[config.mk]
export PLATFORM = sky130hd
export DESIGN_NAME = boot_stream_top
export DESIGN_NICKNAME = d
export VERILOG_FILES = /design/src/rtl/boot_stream_pkg.sv /design/src/rtl/boot_rst_sync.sv /design/src/rtl/boot_img_rom.sv /design/src/rtl/boot_tx_ctrl.sv /design/src/rtl/boot_dat_drive.sv /design/src/rtl/boot_stream_top.sv
export SDC_FILE = /design/constraint.sdc
export NUM_CORES = 1
export LEC_CHECK = 0
export BUFFER_PORTS_ARGS = -buffer_cell sky130_fd_sc_hd__buf_2
export CAP_MARGIN = 15
export CORE_MARGIN = 4
export CORE_UTILIZATION = 62
export CTS_CLUSTER_SIZE = 14
export DETAILED_ROUTE_END_ITERATION = 10
export GPL_TIMING_DRIVEN = 1
export PLACE_DENSITY = 0.83
export SYNTH_ARGS = -nofsm -noshare
export SYNTH_HDL_FRONTEND = slang
export SYNTH_SLANG_ARGS = --single-unit
[constraint.sdc]
create_clock -name clk -period 1.3 [get_ports clk]
set_input_delay 0.065 -clock clk [delete_from_list [all_inputs] [get_ports clk]]
set_output_delay 0.065 -clock clk [all_outputs]
set_load 0.03 [all_outputs]
[src/rtl/boot_stream_pkg.sv]
package boot_stream_pkg;

  typedef enum logic [1:0] {
    CMD_ERROR    = 2'b00,
    CMD_GO_IDLE  = 2'b01,
    CMD_PRE_IDLE = 2'b10,
    CMD_BOOT     = 2'b11
  } cmd_e;

  // Image byte generator shared by the ROM.
  function automatic logic [7:0] img_byte(input int unsigned idx,
                                          input logic [7:0] seed,
                                          input logic [7:0] step);
    logic [15:0] acc;
    acc = 16'(seed) + 16'(idx[7:0]) * 16'(step);
    return acc[7:0];
  endfunction

endpackage

[src/rtl/boot_rst_sync.sv]
module boot_rst_sync #(
  parameter int STAGES = 2
) (
  input  logic clk,
  input  logic rst_n,
  output logic rst_sync_n
);
  logic [STAGES-1:0] chain_q;

  always_ff @(posedge clk or negedge rst_n) begin
    if (!rst_n) chain_q <= '0;
    else        chain_q <= {chain_q[STAGES-2:0], 1'b1};
  end

  assign rst_sync_n = chain_q[STAGES-1];
endmodule

[src/rtl/boot_img_rom.sv]
module boot_img_rom
  import boot_stream_pkg::*;
#(
  parameter int          IMG_BYTES = 16,
  parameter logic [7:0]  SEED      = 8'hC3,
  parameter logic [7:0]  STEP      = 8'h35,
  parameter int          PTR_W     = 8
) (
  input  logic [PTR_W-1:0] bit_idx,
  output logic             bit_val
);
  localparam int BYTE_W    = PTR_W - 3;
  localparam int ROM_DEPTH = 2 ** BYTE_W;

  logic [7:0]        rom [ROM_DEPTH];
  logic [BYTE_W-1:0] byte_idx;
  logic [2:0]        bit_sel;

  for (genvar g = 0; g < ROM_DEPTH; g++) begin : g_rom
    if (g < IMG_BYTES) begin : g_img
      assign rom[g] = img_byte(g, SEED, STEP);
    end else begin : g_pad
      assign rom[g] = 8'hFF;
    end
  end

  assign byte_idx = bit_idx[PTR_W-1:3];
  assign bit_sel  = 3'd7 - bit_idx[2:0];
  assign bit_val  = rom[byte_idx][bit_sel];
endmodule

[src/rtl/boot_tx_ctrl.sv]
module boot_tx_ctrl
  import boot_stream_pkg::*;
#(
  parameter int LEN_BITS = 128,
  parameter int PTR_W    = 8
) (
  input  logic             clk,
  input  logic             rst_n,
  input  logic             cmd_valid,
  input  logic [1:0]       cmd_code,
  output logic             busy,
  output logic             done,
  output logic [PTR_W-1:0] ptr
);
  localparam logic [PTR_W-1:0] LAST = PTR_W'(LEN_BITS);

  logic             busy_q, busy_d, busy_en;
  logic [PTR_W-1:0] ptr_q, ptr_d;
  logic             ptr_en;
  logic             is_boot, is_idle_type, start, abort;

  always_comb begin
    is_boot      = cmd_valid && (cmd_code == CMD_BOOT);
    is_idle_type = cmd_valid && ((cmd_code == CMD_GO_IDLE) || (cmd_code == CMD_PRE_IDLE));
    start        = is_boot && !busy_q;
    abort        = is_idle_type && busy_q;
    busy_en      = start || abort;
    busy_d       = start;
    ptr_en       = start || (busy_q && !abort && (ptr_q != LAST));
    ptr_d        = start ? '0 : ptr_q + 1'b1;
  end

  always_ff @(posedge clk or negedge rst_n) begin
    if (!rst_n) begin
      busy_q <= 1'b0;
      ptr_q  <= LAST;
    end else begin
      if (busy_en) busy_q <= busy_d;
      if (ptr_en)  ptr_q  <= ptr_d;
    end
  end

  assign busy = busy_q;
  assign ptr  = ptr_q;
  assign done = (ptr_q == LAST);

  a_r2_ignore_when_idle: assert property (@(posedge clk) disable iff (!rst_n)
    (!busy && cmd_valid && cmd_code != CMD_BOOT) |=> !busy);

  a_r3_boot_starts: assert property (@(posedge clk) disable iff (!rst_n)
    (!busy && cmd_valid && cmd_code == CMD_BOOT) |=> (busy && ptr == '0));

  a_r6_no_restart: assert property (@(posedge clk) disable iff (!rst_n)
    (busy && !done && cmd_valid && (cmd_code == CMD_BOOT || cmd_code == CMD_ERROR))
      |=> (busy && ptr == $past(ptr) + 1'b1));

  a_r7_abort: assert property (@(posedge clk) disable iff (!rst_n)
    (busy && cmd_valid && (cmd_code == CMD_GO_IDLE || cmd_code == CMD_PRE_IDLE)) |=> !busy);

  a_r8_hold_done: assert property (@(posedge clk) disable iff (!rst_n)
    (busy && done && !(cmd_valid && (cmd_code == CMD_GO_IDLE || cmd_code == CMD_PRE_IDLE)))
      |=> (busy && done));

  a_r4_ptr_bound: assert property (@(posedge clk) disable iff (!rst_n)
    ptr <= LAST);
endmodule

[src/rtl/boot_dat_drive.sv]
module boot_dat_drive (
  input  logic clk,
  input  logic rst_n,
  input  logic busy,
  input  logic done,
  input  logic rom_bit,
  output logic dat_out
);
  logic dat_q, dat_d;

  always_comb begin
    dat_d = (busy && !done) ? rom_bit : 1'b1;
  end

  always_ff @(negedge clk or negedge rst_n) begin
    if (!rst_n) dat_q <= 1'b1;
    else        dat_q <= dat_d;
  end

  assign dat_out = dat_q;
endmodule

[src/rtl/boot_stream_top.sv]
module boot_stream_top
  import boot_stream_pkg::*;
#(
  parameter int         IMG_BYTES = 16,
  parameter logic [7:0] SEED      = 8'hC3,
  parameter logic [7:0] STEP      = 8'h35,
  parameter int         SYNC_STAGES = 2
) (
  input  logic       clk,
  input  logic       rst_n,
  input  logic       cmd_valid,
  input  logic [1:0] cmd_code,
  output logic       dat_out,
  output logic       busy
);
  localparam int LEN_BITS = IMG_BYTES * 8;
  localparam int PTR_W    = $clog2(LEN_BITS + 1);

  logic             rst_sync_n;
  logic             done;
  logic [PTR_W-1:0] ptr;
  logic             rom_bit;

  boot_rst_sync #(.STAGES(SYNC_STAGES)) u_rst (
    .clk        (clk),
    .rst_n      (rst_n),
    .rst_sync_n (rst_sync_n)
  );

  boot_tx_ctrl #(.LEN_BITS(LEN_BITS), .PTR_W(PTR_W)) u_ctrl (
    .clk       (clk),
    .rst_n     (rst_sync_n),
    .cmd_valid (cmd_valid),
    .cmd_code  (cmd_code),
    .busy      (busy),
    .done      (done),
    .ptr       (ptr)
  );

  boot_img_rom #(.IMG_BYTES(IMG_BYTES), .SEED(SEED), .STEP(STEP), .PTR_W(PTR_W)) u_rom (
    .bit_idx (ptr),
    .bit_val (rom_bit)
  );

  boot_dat_drive u_drv (
    .clk     (clk),
    .rst_n   (rst_sync_n),
    .busy    (busy),
    .done    (done),
    .rom_bit (rom_bit),
    .dat_out (dat_out)
  );

  a_r10_idle_high: assert property (@(posedge clk) disable iff (!rst_sync_n)
    !busy |-> dat_out);

  a_r8_done_high: assert property (@(posedge clk) disable iff (!rst_sync_n)
    (busy && done) |-> dat_out);
endmodule

==> results_dict.tcl, run 1 <==
set metrics [dict create \
    stop_stage "global routing (5_1_grt)" \
    error "[ERROR DPL-0038] Utilization greater than 100%, impossible to legalize" \
    io_buffers 6 \
    worstEndpointGrtRepair "u_drv.dat_out$_DFF_NN1_/D" \
    fp.dieW_microns 46.9 \
    synth_cell_types 37 \
    grt_max_degree 12 \
    async_flop_share_pct 100 \
    worst-ep-kind "register input" \
    place_congestion 0.872 \
    cts_max_level 1 \
    clock_sinks 12 \
    synth-main-ff-cell "dfrtp_1" \
    synth.avg_cell_area_sq_um 9.78 \
    numCtsBuffers 3 \
    status "aborted with a tool error" \
    clock_path_buffers 2 \
    ys_seq_elements 12 \
    num_rows 13 \
    dp_hpwl_mm 1.93 \
    post_synth_instance_area_sq_um 938 \
    postSynthCellCount 96 \
    die_h_microns 46.9 \
    yosysSeqAreaShare_pct 32.3 \
    root_buffer "clkbuf_4" \
    syn_nets 111 \
    start_util_pct 68.7 \
    ys.warnings.count 0 \
    synth_edf_count 0 \
    ios 7 \
    dp_cells 138 \
]
## cells by family after synthesis
logic type               share of synthesized area (%)
AO/OA/AOI/OAI                                     12.7
XOR/XNOR                                          7.33
adder cells (fa/ha/maj)                           13.3
buffers and inverters                             5.33
flip-flops                                        32.3
multiplexers                                      7.73
other                                            0.400
AND/OR/NAND/NOR                                   20.9
## timing repair
action / in CTS
setup endpoints to repair: 9
buffers inserted: 0
pin swaps: 7
hold buffers: 1
resized for setup: 16
endpoints found under the hold margin: 2
## synth_stat cells (3+ instances only)
cell      number  area (sq um)
and3_1         3          18.8
dfrtp_1       10           250
ha_1          10           125
inv_1          5          18.8
mux2i_1        5          50.1
nand2_1        5          18.8
nand2b_1       7          43.8
nor2_1        12          45.0
xnor2_1        3          26.3
xor2_1         3          26.3
## metrics by stage
step / hold WS (ps) / cell area, sq um / worst slack, ps
3_3_place_gp: -150 / 1180 / -890
4_1_cts: 109 / 1290 / -876
3_5_place_dp: -140 / 1180 / -945
2_1_floorplan: -231 / 981 / -881
==> run 2: changes to the inputs <==
--- a/config.mk
+++ b/config.mk
@@ -7,12 +7,11 @@
 export LEC_CHECK = 0
 export BUFFER_PORTS_ARGS = -buffer_cell sky130_fd_sc_hd__buf_2
 export CAP_MARGIN = 15
-export CORE_MARGIN = 4
-export CORE_UTILIZATION = 62
-export CTS_CLUSTER_SIZE = 14
+export CORE_AREA = 4 4 65 67
 export DETAILED_ROUTE_END_ITERATION = 10
+export DIE_AREA = 0 0 69 71
 export GPL_TIMING_DRIVEN = 1
-export PLACE_DENSITY = 0.83
+export PLACE_DENSITY_LB_ADDON = 0.15
 export SYNTH_ARGS = -nofsm -noshare
 export SYNTH_HDL_FRONTEND = slang
 export SYNTH_SLANG_ARGS = --single-unit
==> run 2 against run 1 <==
The flow now finishes, with violations (setup timing). Synthesized area unchanged. Synthesized cell count unchanged.
==> results_dict.tcl, run 2 <==
set metrics [dict create \
    p_clk_share_pct 20.9 \
    crit_fanout 5 \
    place_congestion 0.751 \
    rrSetupSlack_ps -850 \
    grt_util_all_layers_pct 9.89 \
    grt_max_degree 10 \
    r2r_cells 6 \
    grt_pass1_vias 843 \
    dp_hpwl_mm 1.67 \
    hp-class "in -> async" \
    worst_path_max_delay_cell "dfrtp_2" \
    rr_endpoint "u_drv.dat_out" \
    ys.warnings.count 0 \
    rsz0062_at_grt "true" \
    vias 804 \
    synth_cell_types 37 \
    clock_path_buffers 2 \
    overflow 0 \
    drc_errors 0 \
    synth.most_common_cell "nor2_1" \
    final_cell_mix "buf_4, nor2_1, nand2b_1" \
    yosys.area_share.simple_pct 20.9 \
    pre_cts_ws_ps -940 \
    async_flop_share_pct 100 \
    ios 7 \
    switchingPower_mw 0.693 \
    synth.top_cells.by_area "dfrtp_1, ha_1, dfstp_2, mux2i_1, nor2_1" \
    worst_slack_ps -849 \
    clkSlewWorstSetupHoldPaths_ps 60 \
    core_sq_um 3630 \
    yosys.area_share.xor_xnor_pct 7.33 \
    setup_violations 9 \
    crit_type "reg -> reg" \
    wl_mm 2.20 \
    p_int_mw 1.35 \
    synth_edf_count 0 \
    postSynthCellCount 96 \
    end_kind "flop" \
    drtIter0Drc 9 \
    netSwitchingFraction_pct 33.8 \
    muxShareOfSynthArea_pct 7.73 \
    synth_top_family_by_area "simple AND/OR/NAND/NOR gates" \
    areaGrowthSynthToFinish_pct 58.0 \
    io_buffers 6 \
    required_ps 870 \
    die-area_sq_um 4900 \
    violations "setup timing" \
    layout_commonest_cell "buf_4" \
    yosysSeqAreaShare_pct 32.3 \
    reg2reg_from "u_ctrl.ptr[3]" \
    stdcell_count 190 \
    setup_tns_ps -2480 \
    largest_reg_flops 8 \
    maxCapViolCount 0 \
    synth_top_area_share_pct 26.7 \
    synth.avg_cell_area_sq_um 9.78 \
    synth-main-ff-cell "dfrtp_1" \
    numCtsBuffers 3 \
    syn_nets 111 \
    p_total_mw 2.05 \
    start_util_pct 25.8 \
    slowest_delay_ps 410 \
    dr.pass1.iters 4 \
    cellLeakagePower_nw 0.655 \
    num_rows 22 \
    yosys-top-cells-count "nor2_1, dfrtp_1, ha_1" \
    start_kind "flop" \
    clock_sinks 12 \
    fillers 370 \
    comb_power_share_pct 52.9 \
    finalMaxSlewViolations 0 \
    cp_cell_sequence "inv_4 > ha_4 > xor2_2 > nor2_1 > o311a_1 > o32ai_2" \
    clk_latency_ps 310 \
    synth-compound-area-share_pct 12.7 \
    max-vdd-ir-drop_mv 0.811 \
    top_register "u_ctrl.ptr" \
    antenna_found_initial 0 \
    dp_cells 175 \
    wl_per_cell_microns 11.6 \
    root_buffer "clkbuf_8" \
    ys_seq_elements 12 \
    final_hold_viol_count 0 \
    fin_skew_ps 67.5 \
    final_util_pct 40.8 \
    top_regs "u_ctrl.ptr: 8 flops, u_rst.chain_q: 2 flops" \
    fp.dieW_microns 69 \
    power.share.sequential_pct 26.2 \
    cp_data_arrival_time_ps 1720 \
    drt.antenna.violating_nets 0 \
    post_synth_instance_area_sq_um 938 \
    antenna_cells 0 \
    status "finished with violations" \
    nNetsFinal 158 \
    cts_tree "done" \
    power_density_nw_per_um2 1380 \
    detail_route.vias_per_cell 4.23 \
    drive_gt1_share_pct 55.6 \
    die_h_microns 71 \
    grt_pass1_wl_mm 3.91 \
    yosysTopAreaCell "dfrtp_1" \
    synthAdderAreaFrac_pct 13.3 \
    cts_max_level 1 \
]
[run 2: worst max path at each step]
stage             startpoint             to  slack, ps
2_1_floorplan  u_ctrl.ptr[3]  u_drv.dat_out       -880
3_3_place_gp   u_ctrl.ptr[3]  u_drv.dat_out       -950
3_5_place_dp   u_ctrl.ptr[3]  u_drv.dat_out       -940
4_1_cts        u_ctrl.ptr[4]  u_drv.dat_out       -880
5_1_grt        u_ctrl.ptr[4]  u_drv.dat_out       -890
6_report       u_ctrl.ptr[3]  u_drv.dat_out       -850
[run 2: metal layers]
metal	vias up	GRT usage [%]	wire, microns
met5	-	0	0
met4	0	3.25	22
met3	2	1.70	43
met2	8	16.2	1030
met1	373	13.2	1100
li1	421	-	-
[run 2: worst max-delay path, delay by kind of cell, from the launching register on]
| kind | cells | cell delay (ps) |
|---|---|---|
| DFF | 1 | 410 |
| AOI/OAI and AO/OA | 2 | 530 |
| adders and majority gates | 1 | 290 |
| and+or+nand+nor | 1 | 50 |
| xor gates and xnor gates | 1 | 120 |
| buffers and inverters | 1 | 60 |
[run 2: power groups by stage]
stage / Sequential [mW] / Combinational [mW] / Clock, mW
after global placement: 0.550 / 0.851 / 0.00963
after detailed placement: 0.547 / 0.846 / 0.00963
after CTS: 0.541 / 1.04 / 0.435
after floorplan: 0.555 / 0.506 / 0.00963
after global routing: 0.551 / 1.21 / 0.462
final: 0.536 / 1.08 / 0.427
[run 2: cell families after synthesis]
group / after synthesis
buffers and inverters: 9
xor gates and xnor gates: 7
muxes: 7
DFF: 12
and+or+nand+nor: 37
other: 1
AOI/OAI and AO/OA: 13
adders and majority gates: 10
[run 2: cell type report]
type / instances / area [sq um] / area share (%)
clock buffer: 4 / 55.1 / 3.71
clock inverter: 1 / 3.75 / 0.253
inverter: 4 / 22.5 / 1.52
multi-input combinational: 75 / 676 / 45.6
sequential: 12 / 309 / 20.8
tap: 48 / 60.1 / 4.05
timing repair buffer: 46 / 357 / 24.1
[run 2: through the flow]
| step | hold WS [ps] | instance area (sq um) |
|---|---|---|
| after floorplan | -231 | 981 |
| after global placement | -149 | 1250 |
| after detailed placement | -149 | 1250 |
| after CTS | 116 | 1440 |
| after global routing | 116 | 1480 |
| final | 119 | 1480 |
[run 2: repair_timing]
item,CTS,global route
gates cloned,0,0
hold buffers,1,0
setup buffers,9,3
gates resized for setup,15,6
pin swaps,11,9
endpoints found under the setup margin,9,9
hold endpoints to repair,2,0
Power figures use the tool's default switching activity.
==> run 3: changes to the inputs <==
--- a/config.mk
+++ b/config.mk
@@ -12,6 +12,8 @@
 export DIE_AREA = 0 0 69 71
 export GPL_TIMING_DRIVEN = 1
 export PLACE_DENSITY_LB_ADDON = 0.15
+export SLEW_MARGIN = 20
 export SYNTH_ARGS = -nofsm -noshare
 export SYNTH_HDL_FRONTEND = slang
 export SYNTH_SLANG_ARGS = --single-unit
+export TNS_END_PERCENT = 30
==> run 3 against run 2 <==
The run still ends with setup timing left. Total power is 1.9% lower. Non-clock buffer count fell by 5. Sequential cell count unchanged.
==> results_dict.tcl, run 3 (same netlist as run 2, synthesis figures left out) <==
set metrics [dict create \
    ios 7 \
    layout_commonest_cell "buf_4" \
    start_kind "flop" \
    dp_hpwl_mm 1.65 \
    core_sq_um 3630 \
    max-vdd-ir-drop_mv 0.774 \
    status "finished with violations" \
    setup_tns_ps -2650 \
    holdWs_ps 137 \
    drtIter0Drc 73 \
    nNetsFinal 153 \
    overflow 0 \
    cp_data_arrival_time_ps 1730 \
    worst_path_max_delay_cell "dfrtp_2" \
    start_util_pct 25.8 \
    numCtsBuffers 3 \
    num_rows 22 \
    largest_reg_flops 8 \
    top_register "u_ctrl.ptr" \
    grt_max_degree 12 \
    clock_sinks 12 \
    io_buffers 6 \
    root_buffer "clkbuf_8" \
    end_kind "flop" \
    drive_gt1_share_pct 55.5 \
    multi_input_area_sq_um 681 \
    reg2reg_from "u_ctrl.ptr[3]" \
    grt_pass1_wl_mm 3.82 \
    cp-startpoint "u_ctrl.ptr[3]" \
    fin_skew_ps 62.3 \
    crit_fanout 6 \
    hp-class "in -> async" \
    fillers 399 \
    antenna_cells 0 \
    power_density_nw_per_um2 1390 \
    dr.pass1.iters 5 \
    vias 811 \
    grt_util_all_layers_pct 9.52 \
    maxCapViolCount 0 \
    clock_path_buffers 2 \
    cts_tree "done" \
    worstPathBufferInverterCount 0 \
    clk_latency_ps 300 \
    areaGrowthSynthToFinish_pct 53.7 \
    wl_per_cell_microns 11.9 \
    violations "setup timing" \
    cts_max_level 1 \
    detail_route.vias_per_cell 4.38 \
    crit_type "reg -> reg" \
    die-area_sq_um 4900 \
    cellLeakagePower_nw 0.647 \
    final_hold_viol_count 0 \
    slowest_delay_ps 460 \
    top_regs "u_ctrl.ptr: 8 flops, u_rst.chain_q: 2 flops" \
    die_h_microns 71 \
    fp.dieW_microns 69 \
    regArea_sq_um 308 \
    worst_slack_ps -867 \
    drt.antenna.violating_nets 0 \
    p_total_mw 2.01 \
    rsz0062_at_grt "true" \
    critPathTopFamily "compound AO/OA/AOI/OAI gates" \
    final_cell_mix "buf_4, nor2_1, nand2b_1, dfrtp_1" \
    drc_errors 0 \
    setup_violations 10 \
    antenna_found_initial 0 \
    place_congestion 0.721 \
    cp_cell_sequence "ha_2 > nand2b_1 > and3_1 > o311a_1 > o32ai_2" \
    required_ps 860 \
    clkSlewWorstSetupHoldPaths_ps 60 \
    finalMaxSlewViolations 0 \
    grt_pass1_vias 824 \
    wl_mm 2.21 \
]
## run 3: layout make-up
type	instances	area share, %
Clock buffer	4	3.82
Tap cell	48	4.16
Multi-Input combinational cell	75	47.2
Timing Repair Buffer	41	21.7
Clock inverter	1	0.260
Inverter	4	1.56
Sequential cell	12	21.3
## run 3: worst register-to-register path: stages (launching register included)
cell,delay [ps]
dfrtp_2,460
ha_2,190
nand2b_1,130
and3_1,190
o311a_1,330
o32ai_2,190
## run 3: power by group
group / total, mW / switching [mW] / leakage (nW) / internal (mW)
clock: 0.420 / 0.148 / 0.0341 / 0.272
combinational: 1.05 / 0.444 / 0.468 / 0.602
sequential: 0.543 / 0.0871 / 0.145 / 0.456
total: 2.01 / 0.679 / 0.647 / 1.33
## run 3: repair_timing
item	4_1_cts	5_1_grt
hold buffers	1	0
pin swaps	14	2
hold endpoints to repair	2	0
setup buffers	5	1
setup endpoints to repair	9	10
resized for setup	22	4
## run 3: metal layers
metal | vias to the layer above | share of wire (%) | global-route usage [%] | wire, microns
li1 | 411 | - | - | -
met1 | 382 | 49 | 12.8 | 1090
met2 | 13 | 47 | 15.7 | 1030
met3 | 5 | 2.6 | 1.28 | 58
met4 | 0 | 1.4 | 3.25 | 31
met5 | - | 0 | 0 | 0
## run 3: path summary, 6_finish.rpt
check	end	slack, ps	depth (start not counted)
setup / recovery	u_drv.dat_out	-870	5
hold / removal	u_rst.chain_q[0]	140	2
setup reg to reg	u_drv.dat_out	-870	5
hold reg to reg	u_ctrl.ptr[6]	220	1
max in group asynchronous	u_drv.dat_out	470	0
min in group clk	u_ctrl.busy	290	4
## run 3: stage by stage
stage | worst slack (ps) | instances | utilization, % | cell area (sq um)
2_1_floorplan | -881 | 96 | - | 958
3_3_place_gp | -937 | 174 | 33.8 | 1230
3_5_place_dp | -944 | 174 | 33.8 | 1230
4_1_cts | -885 | 184 | 38.8 | 1410
5_1_grt | -919 | 185 | 39.7 | 1440
6_report | -867 | 185 | 39.7 | 1440
==> run 4: changes to the inputs <==
--- a/config.mk
+++ b/config.mk
@@ -15,5 +15,6 @@
 export SLEW_MARGIN = 20
 export SYNTH_ARGS = -nofsm -noshare
 export SYNTH_HDL_FRONTEND = slang
+export SYNTH_HIERARCHICAL = 1
 export SYNTH_SLANG_ARGS = --single-unit
 export TNS_END_PERCENT = 30
==> run 4 against run 3 <==
The flow still finishes with violations (setup timing). Synthesized area increased by 0.93%. Sequential cell count did not move. Critical endpoint is now u_drv/dat_out. Critical path depth is 2 higher. Critical path type unchanged. Highest routed layer unchanged.
==> results_dict.tcl, run 4 <==
set metrics [dict create \
    crit_type "reg -> reg" \
    slowest_delay_ps 460 \
    drc_errors 0 \
    die-area_sq_um 4900 \
    hp-class "in -> async" \
    detail_route.vias_per_cell 4.53 \
    use_met3_pct 2.98 \
    wl_per_cell_microns 13.7 \
    num_rows 22 \
    regArea_sq_um 309 \
    reg2reg_from "u_ctrl/ptr[3]" \
    clkSlewWorstSetupHoldPaths_ps 60 \
    endpoint "u_drv/dat_out" \
    cp_data_arrival_time_ps 2140 \
    rsz0062_at_grt "true" \
    synth.avg_cell_area_sq_um 10.1 \
    maxCapViolCount 0 \
    antenna_cells 0 \
    cp-startpoint "u_ctrl/ptr[3]" \
    synth_top_area_share_pct 26.4 \
    crit_fanout 4 \
    nNetsFinal 146 \
    power_density_nw_per_um2 1400 \
    synth_cell_types 37 \
    drt.antenna.violating_nets 0 \
    worstPathBufferInverterCount 1 \
    rrSetupSlack_ps -1260 \
    top_usage_layer "met2" \
    r2r_cells 7 \
    dpl_cell_area_sq_um 1210 \
    yosysSeqAreaShare_pct 32.0 \
    post_synth_instance_area_sq_um 947 \
    violations "setup timing" \
    syn_nets 109 \
    io_buffers 6 \
    start_util_pct 26.1 \
    largest_reg_flops 8 \
    cp.depth 7 \
    max-vdd-ir-drop_mv 0.808 \
    drive_gt1_share_pct 47.7 \
    clock_sinks 12 \
    grt_max_degree 10 \
    drtIter0Drc 29 \
    end_kind "flop" \
    fillers 389 \
    finalMaxSlewViolations 0 \
    async_flop_share_pct 100 \
    layout_commonest_cell "buf_4" \
    synth.top_cells.by_area "dfrtp_1, ha_1, mux4_2, dfstp_2, mux2i_1" \
    final_hold_viol_count 0 \
    fp.dieW_microns 69 \
    synth-main-ff-cell "dfrtp_1" \
    overflow 0 \
    wl_mm 2.43 \
    fin_area_sq_um 1360 \
    antenna_found_initial 0 \
    cts_max_level 1 \
    fin_skew_ps 72.5 \
    status "finished with violations" \
    clock_path_buffers 2 \
    worst_path_max_delay_cell "mux4_2" \
    grt_util_all_layers_pct 10.9 \
    top_register "u_ctrl/ptr" \
    holdWs_ps 121 \
    vias 807 \
    ys.warnings.count 6 \
    use_met1_pct 14.1 \
    dr.pass1.iters 4 \
    numCtsBuffers 3 \
    core_sq_um 3630 \
    root_buffer "clkbuf_8" \
    yosysTopAreaCell "dfrtp_1" \
    top_regs "u_ctrl/ptr: 8 flops, u_rst/chain_q: 2 flops" \
    multi_input_area_sq_um 642 \
    ys_seq_elements 12 \
    synth_edf_count 0 \
    yosys-top-cells-count "dfrtp_1, ha_1, inv_1" \
    use_met2_pct 18.5 \
    setup_violations 7 \
    worst_slack_ps -1260 \
    cellLeakagePower_nw 0.610 \
    cp_cell_sequence "inv_2 > ha_4 > xor2_1 > mux4_2 > nand3b_1 > nand4_1 > or3b_1" \
    grt_pass1_wl_mm 4.28 \
    place_congestion 0.784 \
    final_cell_mix "buf_4, nor2_1, nand2_1, ha_1" \
    ios 7 \
    areaGrowthSynthToFinish_pct 43.5 \
    critPathTopFamily "simple AND/OR/NAND/NOR gates" \
    grt_pass1_vias 901 \
    die_h_microns 71 \
    required_ps 880 \
    cts_tree "done" \
    start_kind "flop" \
    dp_hpwl_mm 1.83 \
    rr_endpoint "u_drv/dat_out" \
    postSynthCellCount 94 \
    clk_latency_ps 310 \
]
## run 4: cell count changes in the layout (fill, tap and decap cells not counted), moves of 4 or more
cell | before | now
buf_4 | 31 | 23
nand2b_1 | 6 | 1
nor2_1 | 12 | 7
inv_1 | 2 | 6
nand2_1 | 3 | 7
## run 4: where the power goes
group          total, mW  internal [mW]  switching [mW]
combinational      0.999          0.532           0.467
sequential         0.538          0.456          0.0819
clock              0.372          0.213           0.159
## run 4: logic make-up (layout without fill, tap and decap cells)
kind of cell	after synthesis	in the layout	share of synthesized area (%)
AOI/OAI and AO/OA	13	13	10.8
xor gates and xnor gates	5	5	4.62
adders and majority gates	10	10	13.2
buffers and inverters	12	48	6.34
DFF	12	12	32.0
muxes	7	7	11.4
other	1	1	0.396
and+or+nand+nor	34	34	21.3
## run 4: worst register-to-register path, cell delays in order, from the launching register on
cell,delay (ps)
dfrtp_2,430
inv_2,90
ha_4,200
xor2_1,140
mux4_2,460
nand3b_1,110
nand4_1,100
or3b_1,370
## run 4: worst min-delay path by stage
stage                        to  slack, ps
2_1_floorplan  u_rst/chain_q[0]       -230
3_3_place_gp   u_rst/chain_q[0]       -150
3_5_place_dp   u_rst/chain_q[0]       -150
4_1_cts        u_rst/chain_q[0]        120
5_1_grt        u_rst/chain_q[0]        120
6_report       u_rst/chain_q[1]        120
## run 4: layout make-up
type | instances | area share (%)
clock buffers | 3 | 3.04
clock inverters | 2 | 0.552
inverters | 8 | 2.21
multi-input cells | 70 | 47.2
flip-flops and latches | 12 | 22.7
well taps | 48 | 4.42
repair buffers | 35 | 19.8
## run 4: stage by stage
stage               utilization (%)  power [mW]  worst slack (ps)  setup TNS, ps  instances
global placement               33.4        1.35             -1280          -4430        170
CTS                            37.0        1.91             -1230          -3070        177
finish                         37.4        1.91             -1260          -2950        178
detailed placement             33.4        1.37             -1310          -4820        170
global route                   37.4        2.07             -1290          -3580        178
floorplan                         -        1.01             -1290          -1630         94
## run 4: repair_timing
action,CTS,global route
cloned,0,0
hold buffers,1,0
buffers inserted,2,1
pin swaps,9,1
resized for setup,16,2
endpoints found under the setup margin,10,10
hold endpoints to repair,2,0
## run 4: per-layer routing
| layer | vias to the layer above | routed length [microns] | share of wire (%) |
|---|---|---|---|
| li1 | 404 | - | - |
| met1 | 387 | 1100 | 45 |
| met2 | 14 | 1190 | 49 |
| met3 | 2 | 118 | 4.9 |
| met4 | 0 | 13 | 0.53 |
| met5 | - | 0 | 0 |
